==> src/rtl/cmd_seq_pkg.sv <==
package cmd_seq_pkg;
    typedef enum logic [2:0] {
        ST_IDLE,
        ST_UNL1,
        ST_UNL2,
        ST_PROG,
        ST_ERS1,
        ST_ERS2,
        ST_ERS3
    } seq_st_e;
endpackage

==> src/rtl/cmd_key_match.sv <==
module cmd_key_match #(
    parameter int          KEY_W  = 15,
    parameter logic [14:0] KEY_LO = 15'h5555,
    parameter logic [14:0] KEY_HI = 15'h2AAA
) (
    input  logic [KEY_W-1:0] key_addr,
    input  logic [7:0]       key_data,
    output logic             at_lo,
    output logic             at_hi,
    output logic             d_aa,
    output logic             d_55,
    output logic             d_a0,
    output logic             d_80,
    output logic             d_90,
    output logic             d_f0,
    output logic             d_10,
    output logic             d_40
);
    always_comb begin
        at_lo = (key_addr == KEY_LO[KEY_W-1:0]);
        at_hi = (key_addr == KEY_HI[KEY_W-1:0]);
        d_aa  = (key_data == 8'hAA);
        d_55  = (key_data == 8'h55);
        d_a0  = (key_data == 8'hA0);
        d_80  = (key_data == 8'h80);
        d_90  = (key_data == 8'h90);
        d_f0  = (key_data == 8'hF0);
        d_10  = (key_data == 8'h10);
        d_40  = (key_data == 8'h40);
    end
endmodule

==> src/rtl/cmd_id_rom.sv <==
module cmd_id_rom #(
    parameter logic [7:0] MFR_CODE = 8'h1F,
    parameter logic [7:0] DEV_CODE = 8'h17
) (
    input  logic [1:0] rom_off,
    input  logic       rom_locked,
    output logic [7:0] rom_data
);
    always_comb begin
        unique case (rom_off)
            2'd0:    rom_data = MFR_CODE;
            2'd1:    rom_data = DEV_CODE;
            2'd2:    rom_data = {7'd0, rom_locked};
            default: rom_data = 8'h00;
        endcase
    end
endmodule

==> src/rtl/cmd_seq_decoder.sv <==
module cmd_seq_decoder
    import cmd_seq_pkg::*;
#(
    parameter int                 ADDR_W   = 17,
    parameter int                 KEY_W    = 15,
    parameter logic [ADDR_W-1:0]  BOOT_END = 17'h02000,
    parameter logic [7:0]         MFR_CODE = 8'h1F,
    parameter logic [7:0]         DEV_CODE = 8'h17
) (
    input  logic              clk,
    input  logic              rst_n,
    input  logic              wr_en,
    input  logic [ADDR_W-1:0] wr_addr,
    input  logic [7:0]        wr_data,
    input  logic              busy,
    input  logic [1:0]        id_offset,
    output logic              prog_req,
    output logic              erase_req,
    output logic              erase_keep_boot,
    output logic              prog_denied,
    output logic [ADDR_W-1:0] op_addr,
    output logic [7:0]        op_data,
    output logic              id_mode,
    output logic              boot_locked,
    output logic [7:0]        id_data
);
    typedef struct packed {
        seq_st_e           st;
        logic              idm;
        logic              lock;
        logic              preq;
        logic              ereq;
        logic              keep;
        logic              deny;
        logic [ADDR_W-1:0] addr;
        logic [7:0]        data;
    } dec_regs_t;

    dec_regs_t r_d, r_q;

    logic at_lo, at_hi, d_aa, d_55, d_a0, d_80, d_90, d_f0, d_10, d_40;
    logic take;
    logic in_boot;

    cmd_key_match #(.KEY_W(KEY_W)) u_match (
        .key_addr (wr_addr[KEY_W-1:0]),
        .key_data (wr_data),
        .at_lo    (at_lo),
        .at_hi    (at_hi),
        .d_aa     (d_aa),
        .d_55     (d_55),
        .d_a0     (d_a0),
        .d_80     (d_80),
        .d_90     (d_90),
        .d_f0     (d_f0),
        .d_10     (d_10),
        .d_40     (d_40)
    );

    cmd_id_rom #(.MFR_CODE(MFR_CODE), .DEV_CODE(DEV_CODE)) u_rom (
        .rom_off    (id_offset),
        .rom_locked (r_q.lock),
        .rom_data   (id_data)
    );

    assign take    = wr_en && !busy;
    assign in_boot = (wr_addr < BOOT_END);

    always_comb begin
        r_d      = r_q;
        r_d.preq = 1'b0;
        r_d.ereq = 1'b0;
        r_d.deny = 1'b0;
        r_d.keep = 1'b0;
        if (take) begin
            r_d.st = ST_IDLE;
            unique case (r_q.st)
                ST_IDLE: begin
                    if (at_lo && d_aa) r_d.st  = ST_UNL1;
                    else if (d_f0)     r_d.idm = 1'b0;
                end
                ST_UNL1: if (at_hi && d_55) r_d.st = ST_UNL2;
                ST_UNL2: begin
                    if (at_lo) begin
                        if (d_a0)      r_d.st  = ST_PROG;
                        else if (d_80) r_d.st  = ST_ERS1;
                        else if (d_90) r_d.idm = 1'b1;
                        else if (d_f0) r_d.idm = 1'b0;
                    end
                end
                ST_PROG: begin
                    if (r_q.lock && in_boot) begin
                        r_d.deny = 1'b1;
                    end else begin
                        r_d.preq = 1'b1;
                        r_d.addr = wr_addr;
                        r_d.data = wr_data;
                    end
                end
                ST_ERS1: if (at_lo && d_aa) r_d.st = ST_ERS2;
                ST_ERS2: if (at_hi && d_55) r_d.st = ST_ERS3;
                ST_ERS3: begin
                    if (at_lo && d_10) begin
                        r_d.ereq = 1'b1;
                        r_d.keep = r_q.lock;
                    end else if (at_lo && d_40) begin
                        r_d.lock = 1'b1;
                    end
                end
                default: r_d.st = ST_IDLE;
            endcase
        end
    end

    always_ff @(posedge clk) begin
        if (!rst_n) begin
            r_q <= '{st: ST_IDLE, addr: '0, data: '0, default: 1'b0};
        end else begin
            r_q <= r_d;
        end
    end

    assign prog_req        = r_q.preq;
    assign erase_req       = r_q.ereq;
    assign erase_keep_boot = r_q.keep;
    assign prog_denied     = r_q.deny;
    assign op_addr         = r_q.addr;
    assign op_data         = r_q.data;
    assign id_mode         = r_q.idm;
    assign boot_locked     = r_q.lock;


    pulse_excl_chk: assert property (@(posedge clk) disable iff (!rst_n)
        $onehot0({prog_req, erase_req, prog_denied}));


    preq_one_cycle_chk: assert property (@(posedge clk) disable iff (!rst_n)
        prog_req |=> !prog_req);


    lock_sticky_chk: assert property (@(posedge clk) disable iff (!rst_n)
        boot_locked |=> boot_locked);


    boot_guard_chk: assert property (@(posedge clk) disable iff (!rst_n)
        prog_req |-> !(boot_locked && (op_addr < BOOT_END)));


    busy_hold_chk: assert property (@(posedge clk) disable iff (!rst_n)
        busy |=> ($stable(r_q.st) && $stable(id_mode) && !prog_req && !erase_req && !prog_denied));


    keep_follows_lock_chk: assert property (@(posedge clk) disable iff (!rst_n)
        erase_req |-> (erase_keep_boot == boot_locked));


    always_comb begin
        if (rst_n && id_offset == 2'd2) begin
            id_lock_bit_chk: assert (id_data == {7'd0, boot_locked});
        end
    end
endmodule

==> config.mk <==
export PLATFORM = sky130hd
export DESIGN_NAME = cmd_seq_decoder
export DESIGN_NICKNAME = d
export VERILOG_FILES = /design/src/rtl/cmd_seq_pkg.sv /design/src/rtl/cmd_key_match.sv /design/src/rtl/cmd_id_rom.sv /design/src/rtl/cmd_seq_decoder.sv
export SDC_FILE = /design/constraint.sdc
export NUM_CORES = 1
export LEC_CHECK = 0
export CELL_PAD_IN_SITES_DETAIL_PLACEMENT = 0
export CELL_PAD_IN_SITES_GLOBAL_PLACEMENT = 1
export CORE_MARGIN = 1.5
export CORE_UTILIZATION = 45
export CTS_BUF_LIST = sky130_fd_sc_hd__clkbuf_8
export DETAILED_ROUTE_END_ITERATION = 10
export DONT_BUFFER_PORTS = 1
export PLACE_DENSITY = 0.85
export SYNTH_ARGS = -nofsm -noshare
export SYNTH_HDL_FRONTEND = slang
export SYNTH_SLANG_ARGS = --single-unit
==> constraint.sdc <==
create_clock -name clk -period 3.76 [get_ports clk]
set_input_delay 0.564 -clock clk [delete_from_list [all_inputs] [get_ports clk]]
set_output_delay 0.564 -clock clk [all_outputs]
set_load 0.01 [all_outputs]
==> qor.log, run 1 <==
INFO  flow_run       max_cap_viol_count=0
INFO  pwr            power-per-cell-area=385nW/um2
INFO  yosys          synth-edff-count=0
INFO  grt            grt_first_pass_wirelength=6150um
INFO  cts            later_pin_clock_latency_in_the_skew_report=0.28ns
INFO  final_layout   multi_input_comb_area=832um2
INFO  pwr            post-layout-total-power=651uW
INFO  worst_setup_path path_class=flop to flop
INFO  floorplanning  core=3740um2
INFO  floorplanning  die_area=4380um2
INFO  sta            clock.fmax=482MHz
INFO  sta            min_period=2.08ns
INFO  final_layout   layout_cells_sized_above_1=7.69%
INFO  yosys          yosys_register_bits=34
INFO  cts            cts.path.max_buffers=2
INFO  worst_setup_path cp_cell_sequence=or4b_2, o211ai_1, buf_4, mux2i_1, nor2_1
INFO  worst_setup_path timing.critical_path.buf_inv=1
INFO  worst_setup_path r2r.worst_path.cells=5
INFO  pwr            net-switching-power=137uW
INFO  cts            number_of_clock_buffers_inserted_by_tritoncts=5
INFO  pwr            leakage_power_figure=0.755nW
INFO  detailed_routing antenna_nets_post_route=0
INFO  floorplanning  floorplan.io_pins=70
INFO  yosys          yosys_most_used_dff=dfxtp_1
INFO  final_layout   fillCellCount=393
INFO  worst_setup_path worst_setup_end_kind=flop
INFO  sta            finalMaxSlewViolations=0
INFO  yosys          synth_seq_area_share=37.9%
INFO  run_status     status=completed
INFO  worst_setup_path critPathLaunch=boot_locked$_SDFFE_PN0P_
INFO  detailed_routing avgRoutedWirePerCell=18.0um
INFO  worst_setup_path crit_slowest_cell=or4b_2
INFO  final_layout   area_delta_synth_final=-5.78%
INFO  worst_setup_path timing.rr.end=op_addr[6]$_SDFFE_PN0P_
INFO  final_layout   n_antenna_cell=0
INFO  final_layout   nets=199
INFO  final_layout   layout.cells.non_filler=217
INFO  detailed_routing totalWireLength=3900um
INFO  floorplanning  dieWidth=66.2um
INFO  detailed_routing route.detailed.drc=0
INFO  grt            grt_max_degree=30
INFO  detailed_routing vias_per_cell=5.91
INFO  worst_setup_path worst-endpoint-required=3.89ns
INFO  sta            setup-violations-final=0
INFO  sta            unrepaired_setup_endpoints_after_global_routing=no
INFO  detailed_routing starting_drc_count_in_detailed_routing=24
INFO  yosys          postSynthAreaPerCell=9.22um2
INFO  cts            cts_setup_buffers=0
INFO  place          last_weighted_congestion_value_of_the_routability_driven_placer=0.818
INFO  grt            gr-total-overflow=0
INFO  final_layout   regArea=681um2
INFO  worst_setup_path r2r_slack=1.68ns
INFO  cts            clock_tree.htree_level_count=2
INFO  worst_setup_path start_kind=flop
INFO  worst_setup_path start_of_the_worst_register_to_register_path=boot_locked$_SDFFE_PN0P_
INFO  yosys          asyncSetResetFlopFracSynth=0%
INFO  yosys          netlist_top_cells_area=dfxtp_1 38%, buf_4 13%, mux2i_1 13%
INFO  pwr            p_int=514uW
INFO  worst_setup_path critical_path.endpoint=op_addr[6]$_SDFFE_PN0P_
INFO  sta            worstMarginPinSlew=0.882ns
INFO  sta            fin_hold_ws=0.362ns
INFO  grt            grt_antenna_before_repair=0
INFO  grt            grt_use_total=18.8%
INFO  yosys          syn_inst=195
INFO  pwr            share_comb_of_total_power=3.5%
INFO  yosys          synth_area=1800um2
INFO  floorplanning  rows=22
INFO  pwr            netSwitchingFraction=21.1%
INFO  detailed_routing via_count=1283
INFO  worst_setup_path crit_fanout=15
INFO  sta            slew_headroom=41.1%
INFO  place          placed_cells=209
INFO  cts            cts_tree=yes
INFO  cts            cts_resized=0
INFO  detailed_routing drt_pre_antenna_iters=4
INFO  cts            clk_pin_slew=0.07ns
INFO  worst_hold_path min_path_type=input port to flop
INFO  sta            tns=0ns
INFO  floorplanning  die-height=66.2um
INFO  yosys          synth_cell_type_count=40
INFO  pwr            irDropWorstVdd=0.229mV
INFO  worst_setup_path critical_path.top_delay_family=simple AND/OR/NAND/NOR gates
INFO  sta            hold_viol_final=0
INFO  yosys          post_synthesis_cell_type_with_the_largest_combined_area=dfxtp_1
INFO  yosys          synth.top_cell.area_share=37.9%
INFO  worst_setup_path max_stage_delay=0.64ns
INFO  cts            clock_tree.root_cell=clkbuf_8
INFO  pwr            sequentialPowerShare=55.3%
INFO  place          placement.io_buffers=0
INFO  pwr            share_clk_of_total_power=41.3%
INFO  yosys          synth-warning-count=0
INFO  cts            clock_sink_count=34
INFO  sta            timing.final.crit_share=55.2%
INFO  floorplanning  initial_core_util=48.0%
INFO  sta            skew=0.00306ns
INFO  worst_setup_path critical_path_depth=5
INFO  place          detailed_place_hpwl=2960um
INFO  worst_setup_path critPathArrivalTime=2.21ns
INFO  cts            postCtsHoldBufs=0
INFO  grt            first_global_vias=1319
[registers in the layout (all words and copies together), names as in the netlist]
name	count
prog_denied	1
erase_req	1
op_data	8
id_mode	1
boot_locked	1
prog_req	1
r_q	3
erase_keep_boot	1
op_addr	17
[worst reg2reg max path, delay by kind of cell, from the launching register on]
kind | cells | cell delay (ns)
AOI/OAI and AO/OA | 1 | 0.23
buffers and inverters | 1 | 0.31
DFF | 1 | 0.47
muxes | 1 | 0.23
and+or+nand+nor | 2 | 0.70
[kinds of logic (layout without fill, tap and decap cells)]
family / count (synthesis) / after routing / synth area share, %
AOI/OAI and AO/OA: 16 / 16 / 6.47
muxes: 23 / 23 / 12.8
other: 1 / 3 / 0.209
and+or+nand+nor: 79 / 79 / 26.4
DFF: 34 / 34 / 37.9
buffers and inverters: 42 / 14 / 16.3
[layer usage]
metal	GRT usage [%]	wire length, um	vias up
met1	20.2	1520	618
met4	6.89	38	0
li1	-	-	598
met2	33.0	1960	62
met5	0	0	-
met3	7.50	381	5
[per-stage QoR]
| step | instance area, um2 | utilization, % | worst slack (ns) |
|---|---|---|---|
| after floorplan | 1810 | - | 1.64 |
| after global placement | 1600 | 42.8 | 1.59 |
| after detailed placement | 1600 | 42.8 | 1.53 |
| after CTS | 1690 | 45.3 | 1.64 |
| after global routing | 1690 | 45.3 | 1.52 |
| final | 1690 | 45.3 | 1.68 |
[worst min path at each step]
stage,from,endpoint,slack (ns),cells past startpoint
final,wr_addr[16],prog_denied$_SDFF_PN0_,0.36,1
after global routing,wr_addr[16],prog_denied$_SDFF_PN0_,0.35,1
after CTS,wr_addr[16],prog_denied$_SDFF_PN0_,0.36,1
after detailed placement,id_mode$_SDFFE_PN0P_,id_mode$_SDFFE_PN0P_,0.49,2
after global placement,id_mode$_SDFFE_PN0P_,id_mode$_SDFFE_PN0P_,0.49,2
after floorplan,op_addr[15]$_SDFFE_PN0P_,op_addr[15]$_SDFFE_PN0P_,0.44,2
[synthesized netlist by cell type, types with 2 or more instances]
cell type / number
dfxtp_1: 34
buf_4: 32
nor2_1: 26
mux2i_1: 23
nand2_1: 7
nor4bb_1: 6
nand3_1: 5
a21oi_1: 4
clkbuf_1: 4
inv_1: 4
nor4b_1: 4
and2_1: 3
and4b_1: 3
nand4_1: 3
o21a_1: 3
or3_1: 3
and3_1: 2
buf_6: 2
nand2b_1: 2
nand4b_1: 2
nor2b_1: 2
nor3b_1: 2
o21ai_0: 2
[cell type report]
type,count,area share (%)
Clock buffer,6,4.87
Clock inverter,2,0.517
Inverter,4,0.886
Multi-Input combinational cell,121,49.1
Sequential cell,34,40.2
Tap cell,48,3.55
Timing Repair Buffer,2,0.886
[power groups by stage]
stage               Sequential, mW  Combinational (mW)  Clock, mW
floorplan                    0.368              0.0240          0
global placement             0.368              0.0222          0
detailed placement           0.368              0.0226          0
CTS                          0.360              0.0227      0.277
global route                 0.360              0.0251      0.295
finish                       0.360              0.0226      0.269
[cells in the final DEF (no fill, tap or decap), types with 3 or more instances in the layout]
master / netlist / routed
a21oi_1: 4 / 4
and2_1: 3 / 3
nor2_1: 26 / 26
and4b_1: 3 / 3
mux2i_1: 23 / 23
conb_1: 1 / 3
or3_1: 3 / 3
nand3_1: 5 / 5
inv_1: 4 / 5
o21a_1: 3 / 3
nand4_1: 3 / 3
nor4bb_1: 6 / 6
dfxtp_1: 34 / 34
nor4b_1: 4 / 4
nand2_1: 7 / 7
clkbuf_8: 0 / 6
Note: power is estimated with default switching activity, not from simulation.
==> inputs of run 2 (changes only) <==
CORE_UTILIZATION = 43   (was 45)
clock period = 1.8 ns   (was 3.76 ns; I/O delays follow)
==> qor.log, run 2 (synthesis gave the netlist of run 1 again) <==
INFO  detailed_routing totalWireLength=4240um
INFO  floorplanning  rows=23
INFO  final_layout   max_reg_flops=17
INFO  grt            first_global_vias=1220
INFO  worst_setup_path r2r.worst_path.cells=4
INFO  sta            timing.final.crit_share=100%
INFO  worst_setup_path worst_setup_end_kind=flop
INFO  worst_hold_path min_path_type=input port to flop
INFO  worst_setup_path worst-endpoint-required=2.00ns
INFO  cts            cts_tree=yes
INFO  detailed_routing route.detailed.drc=0
INFO  worst_hold_path worst_hold_path.num_cells=1
INFO  grt            grt_first_pass_wirelength=6200um
INFO  pwr            post-layout-total-power=1.48mW
INFO  detailed_routing via_count=1303
INFO  floorplanning  die-height=67.7um
INFO  worst_setup_path crit_slowest_cell=or4b_4
INFO  worst_setup_path r2r_slack=-0.005ns
INFO  detailed_routing antenna_nets_post_route=0
INFO  pwr            leakage_power_figure=0.835nW
INFO  worst_setup_path start_kind=flop
INFO  cts            clock_tree.root_cell=clkbuf_8
INFO  sta            min_period=1.80ns
INFO  cts            later_pin_clock_latency_in_the_skew_report=0.28ns
INFO  sta            finalMaxSlewViolations=0
INFO  worst_hold_path min_delay_worst_endpoint=prog_denied$_SDFF_PN0_
INFO  final_layout   fillCellCount=389
INFO  worst_setup_path path_class=flop to flop
INFO  floorplanning  die_area=4580um2
INFO  cts            clock_sink_count=34
INFO  final_layout   area_delta_synth_final=2.16%
INFO  sta            clock.fmax=554MHz
INFO  worst_setup_path cp_cell_sequence=or4b_4, or3_4, or3_1, a221oi_2
INFO  place          last_weighted_congestion_value_of_the_routability_driven_placer=0.894
INFO  final_layout   finalInstanceArea=1840um2
INFO  flow_run       max_cap_viol_count=0
INFO  cts            clk_pin_slew=0.07ns
INFO  grt            gr-total-overflow=0
INFO  cts            number_of_clock_buffers_inserted_by_tritoncts=5
INFO  detailed_routing starting_drc_count_in_detailed_routing=62
INFO  sta            tns=-0.00473ns
INFO  place          placement.io_buffers=0
INFO  worst_setup_path start_of_the_worst_register_to_register_path=r_q[32]$_SDFFE_PN0P_
INFO  place          postPlaceCellArea=1680um2
INFO  worst_setup_path max_stage_delay=0.47ns
INFO  floorplanning  floorplan.io_pins=70
INFO  sta            setup-violations-final=1
INFO  run_status     violated_checks=setup timing
INFO  pwr            irDropWorstVdd=0.348mV
INFO  final_layout   layout_cells_sized_above_1=15.6%
INFO  detailed_routing avgRoutedWirePerCell=18.4um
INFO  floorplanning  initial_core_util=44.9%
INFO  pwr            power-per-cell-area=805nW/um2
INFO  sta            skew=0.00786ns
INFO  floorplanning  dieWidth=67.7um
INFO  worst_hold_path hold_path.startpoint=wr_addr[16]
INFO  cts            cts.path.max_buffers=2
INFO  sta            hold_viol_final=0
INFO  floorplanning  core=4000um2
INFO  sta            setup_slack_after_layout=-0.00473ns
INFO  detailed_routing vias_per_cell=5.67
INFO  place          placed_cells=218
INFO  worst_setup_path timing.rr.end=r_q[32]$_SDFFE_PN0P_
INFO  grt            grt_antenna_before_repair=0
INFO  cts            clock_tree.htree_level_count=2
INFO  final_layout   nets=210
INFO  worst_setup_path critPathArrivalTime=2.01ns
INFO  final_layout   n_antenna_cell=0
INFO  final_layout   most-common-layout-cells=32 x dfxtp_1, 26 x nor2_1, 23 x mux2i_1, 11 x buf_4, 7 x nand2_1
INFO  grt            grt_max_degree=29
INFO  place          detailed_place_hpwl=3090um
INFO  final_layout   layout.cells.non_filler=230
INFO  run_status     status=finished with violations
INFO  grt            grt_use_total=18.8%
INFO  sta            unrepaired_setup_endpoints_after_global_routing=yes
INFO  worst_setup_path crit_fanout=2
INFO  final_layout   final_common_cell=dfxtp_1
INFO  detailed_routing drt_pre_antenna_iters=5
INFO  final_layout   core_occupancy_in_the_finished_layout=45.9%
==> run 2: timing repair <==
action                                  in CTS  in global routing
cloned                                       0                  1
hold endpoints to repair                     0                  0
pin swaps                                    0                  2
endpoints found under the setup margin       2                 25
buffers inserted                             0                  3
gates resized for setup                      2                  5
hold buffers                                 0                  0
==> run 2: stage by stage <==
step / hold slack, ns / setup slack [ns]
2_1_floorplan: 0.348 / 0.0361
3_3_place_gp: 0.350 / -0.0808
4_1_cts: 0.0535 / 0.00107
5_1_grt: 0.0468 / -0.0511
3_5_place_dp: 0.354 / -0.0581
6_report: 0.0625 / -0.00473
==> run 2: per-layer routing <==
| layer | up-vias | GRT usage, % | part of all wire (%) |
|---|---|---|---|
| li1 | 619 | - | - |
| met1 | 631 | 23.5 | 45 |
| met2 | 47 | 29.0 | 45 |
| met3 | 6 | 7.33 | 8.2 |
| met4 | 0 | 6.89 | 1.3 |
| met5 | - | 0 | 0 |
==> run 2: power by group <==
group           switching, mW  internal (mW)
sequential     0.000000000565          0.752
clock                   0.273          0.403
combinational          0.0289         0.0219
==> run 2: cell type report <==
| type | count | area, um2 | area share [%] |
|---|---|---|---|
| multi-input combinational | 121 | 851 | 46.3 |
| sequential | 34 | 683 | 37.2 |
| timing repair buffer | 13 | 119 | 6.47 |
| clock buffer | 5 | 68.8 | 3.75 |
| tap | 50 | 62.6 | 3.41 |
| clock inverter | 3 | 37.5 | 2.04 |
| inverter | 4 | 15.0 | 0.817 |
==> run 2: worst max path at each step <==
stage	startpoint	to
after global placement	wr_data[3]	r_q[31]$_SDFFE_PN0P_
after global routing	r_q[32]$_SDFFE_PN0P_	r_q[32]$_SDFFE_PN0P_
after floorplan	r_q[32]$_SDFFE_PN0P_	r_q[32]$_SDFFE_PN0P_
after CTS	r_q[33]$_SDFFE_PN0P_	r_q[32]$_SDFFE_PN0P_
final	r_q[32]$_SDFFE_PN0P_	r_q[32]$_SDFFE_PN0P_
after detailed placement	wr_data[3]	r_q[31]$_SDFFE_PN0P_
==> run 2: worst max-delay path, delay by kind of cell (launching register included) <==
kind | cells | cell delay [ns]
AO/OA/AOI/OAI | 1 | 0.20
flip-flops | 1 | 0.33
AND/OR/NAND/NOR | 3 | 1.20
==> inputs of run 3 (changes only) <==
CORE_UTILIZATION = 40   (was 43)
PLACE_DENSITY = 0.81   (was 0.85)
==> qor.log, run 3 (synthesis gave the netlist of run 1 again) <==
INFO  grt            gr-total-overflow=0
INFO  final_layout   layout_cells_sized_above_1=13.6%
INFO  worst_setup_path r2r.worst_path.cells=4
INFO  detailed_routing avgRoutedWirePerCell=18.1um
INFO  final_layout   nets=208
INFO  worst_setup_path r2r_slack=-0.06ns
INFO  place          detailed_place_hpwl=2930um
INFO  cts            clock_tree.htree_level_count=2
INFO  final_layout   max_reg_flops=17
INFO  place          placement.io_buffers=0
INFO  sta            timing.final.crit_share=103%
INFO  sta            skew=0.00504ns
INFO  floorplanning  initial_core_util=41.3%
INFO  pwr            power-per-cell-area=756nW/um2
INFO  pwr            post-layout-total-power=1.35mW
INFO  cts            cts.path.max_buffers=2
INFO  cts            number_of_clock_buffers_inserted_by_tritoncts=5
INFO  grt            grt_use_total=16.3%
INFO  run_status     status=finished with violations
INFO  final_layout   most-common-layout-cells=33 x dfxtp_1, 26 x nor2_1, 23 x mux2i_1, 10 x buf_4, 7 x nand2_1
INFO  detailed_routing starting_drc_count_in_detailed_routing=80
INFO  place          last_weighted_congestion_value_of_the_routability_driven_placer=0.883
INFO  place          pre_cts_slack=0.0414ns
INFO  worst_hold_path min_delay_worst_endpoint=prog_denied$_SDFF_PN0_
INFO  sta            clock.fmax=539MHz
INFO  floorplanning  rows=24
INFO  cts            clock_tree.root_cell=clkbuf_8
INFO  place          postPlaceCellArea=1690um2
INFO  detailed_routing route.detailed.drc=0
INFO  final_layout   layout.cells.non_filler=228
INFO  worst_setup_path max_stage_delay=0.48ns
INFO  worst_setup_path cp_cell_sequence=or4bb_1, or3_4, a2111oi_1, o21a_1
INFO  worst_hold_path worst_hold_path.num_cells=1
INFO  floorplanning  floorplan.io_pins=70
INFO  sta            finalMaxSlewViolations=0
INFO  worst_setup_path start_kind=flop
INFO  sta            setup-violations-final=2
INFO  worst_setup_path worst_setup_end_kind=flop
INFO  detailed_routing totalWireLength=4130um
INFO  sta            tns=-0.0703ns
INFO  sta            setup_slack_after_layout=-0.0565ns
INFO  detailed_routing antenna_nets_post_route=0
INFO  cts            clock_sink_count=34
INFO  cts            cts_tree=yes
INFO  worst_setup_path critPathArrivalTime=2.08ns
INFO  worst_setup_path crit_slowest_cell=or4bb_1
INFO  cts            postCtsHoldBufs=0
INFO  final_layout   finalInstanceArea=1790um2
INFO  floorplanning  die-height=70.0um
INFO  final_layout   area_delta_synth_final=-0.626%
INFO  pwr            leakage_power_figure=0.804nW
INFO  worst_setup_path worst-endpoint-required=2.03ns
INFO  flow_run       max_cap_viol_count=0
INFO  detailed_routing vias_per_cell=5.54
INFO  floorplanning  core=4350um2
INFO  sta            fin_hold_ws=0.0509ns
INFO  floorplanning  dieWidth=70.0um
INFO  grt            grt_max_degree=29
INFO  worst_setup_path path_class=flop to flop
INFO  sta            hold_viol_final=0
INFO  worst_setup_path start_of_the_worst_register_to_register_path=r_q[33]$_SDFFE_PN0P_
INFO  grt            grt_antenna_before_repair=0
INFO  worst_setup_path crit_fanout=2
INFO  worst_hold_path min_path_type=input port to flop
INFO  pwr            irDropWorstVdd=0.224mV
INFO  sta            unrepaired_setup_endpoints_after_global_routing=yes
INFO  final_layout   final_common_cell=dfxtp_1
INFO  cts            clk_pin_slew=0.07ns
INFO  detailed_routing via_count=1264
INFO  run_status     violated_checks=setup timing
INFO  detailed_routing drt_pre_antenna_iters=4
INFO  floorplanning  die_area=4910um2
INFO  worst_setup_path timing.rr.end=r_q[31]$_SDFFE_PN0P_
INFO  final_layout   n_antenna_cell=0
INFO  grt            first_global_vias=1208
INFO  cts            later_pin_clock_latency_in_the_skew_report=0.28ns
INFO  final_layout   core_occupancy_in_the_finished_layout=41.0%
INFO  worst_setup_path timing.critical_path.buf_inv=0
INFO  grt            grt_first_pass_wirelength=6180um
INFO  sta            min_period=1.86ns
INFO  place          placed_cells=221
INFO  worst_setup_path critical_path.top_delay_family=simple AND/OR/NAND/NOR gates
INFO  worst_hold_path hold_path.startpoint=wr_addr[16]
run 3: worst max path at each step:
| stage | to | slack (ns) | depth (start not counted) | start |
|---|---|---|---|---|
| final | r_q[31]$_SDFFE_PN0P_ | -0.06 | 4 | r_q[33]$_SDFFE_PN0P_ |
| after global routing | r_q[31]$_SDFFE_PN0P_ | -0.11 | 4 | r_q[33]$_SDFFE_PN0P_ |
| after global placement | op_data[3]$_SDFFE_PN0P_ | 0.04 | 5 | wr_addr[13] |
| after CTS | r_q[32]$_SDFFE_PN0P_ | 0.02 | 4 | r_q[33]$_SDFFE_PN0P_ |
| after floorplan | r_q[32]$_SDFFE_PN0P_ | 0.04 | 5 | r_q[32]$_SDFFE_PN0P_ |
| after detailed placement | op_addr[14]$_SDFFE_PN0P_ | 0.04 | 5 | wr_addr[13] |
run 3: where the power goes:
| part | switching (mW) | total (mW) | internal, mW |
|---|---|---|---|
| clock | 0.253 | 0.548 | 0.294 |
| combinational | 0.0294 | 0.0506 | 0.0212 |
| sequential | 0.000000000818 | 0.752 | 0.752 |
run 3: repair_timing:
action                                  4_1_cts  5_1_grt
endpoints found under the setup margin        0       20
gates resized for setup                       0        3
setup buffers                                 0        1
run 3: layout make-up:
class,instances,area [um2]
Tap cell,52,65.1
Timing Repair Buffer,11,95.1
Clock buffer,6,82.6
Sequential cell,34,682
Inverter,4,15.0
Multi-Input combinational cell,121,847
Fill cell,439,2570
run 3: per-layer routing:
layer	track usage [%]	up-vias	routed length [um]
li1	-	615	-
met1	19.9	585	1740
met2	24.1	54	1910
met3	6.78	10	349
met4	8.97	0	124
met5	0	-	0
run 3: worst register-to-register path: cells and delay by family, from the launching register on:
family	cells	cell delay (ns)
AO/OA/AOI/OAI	2	0.63
flip-flops	1	0.31
AND/OR/NAND/NOR	2	0.86
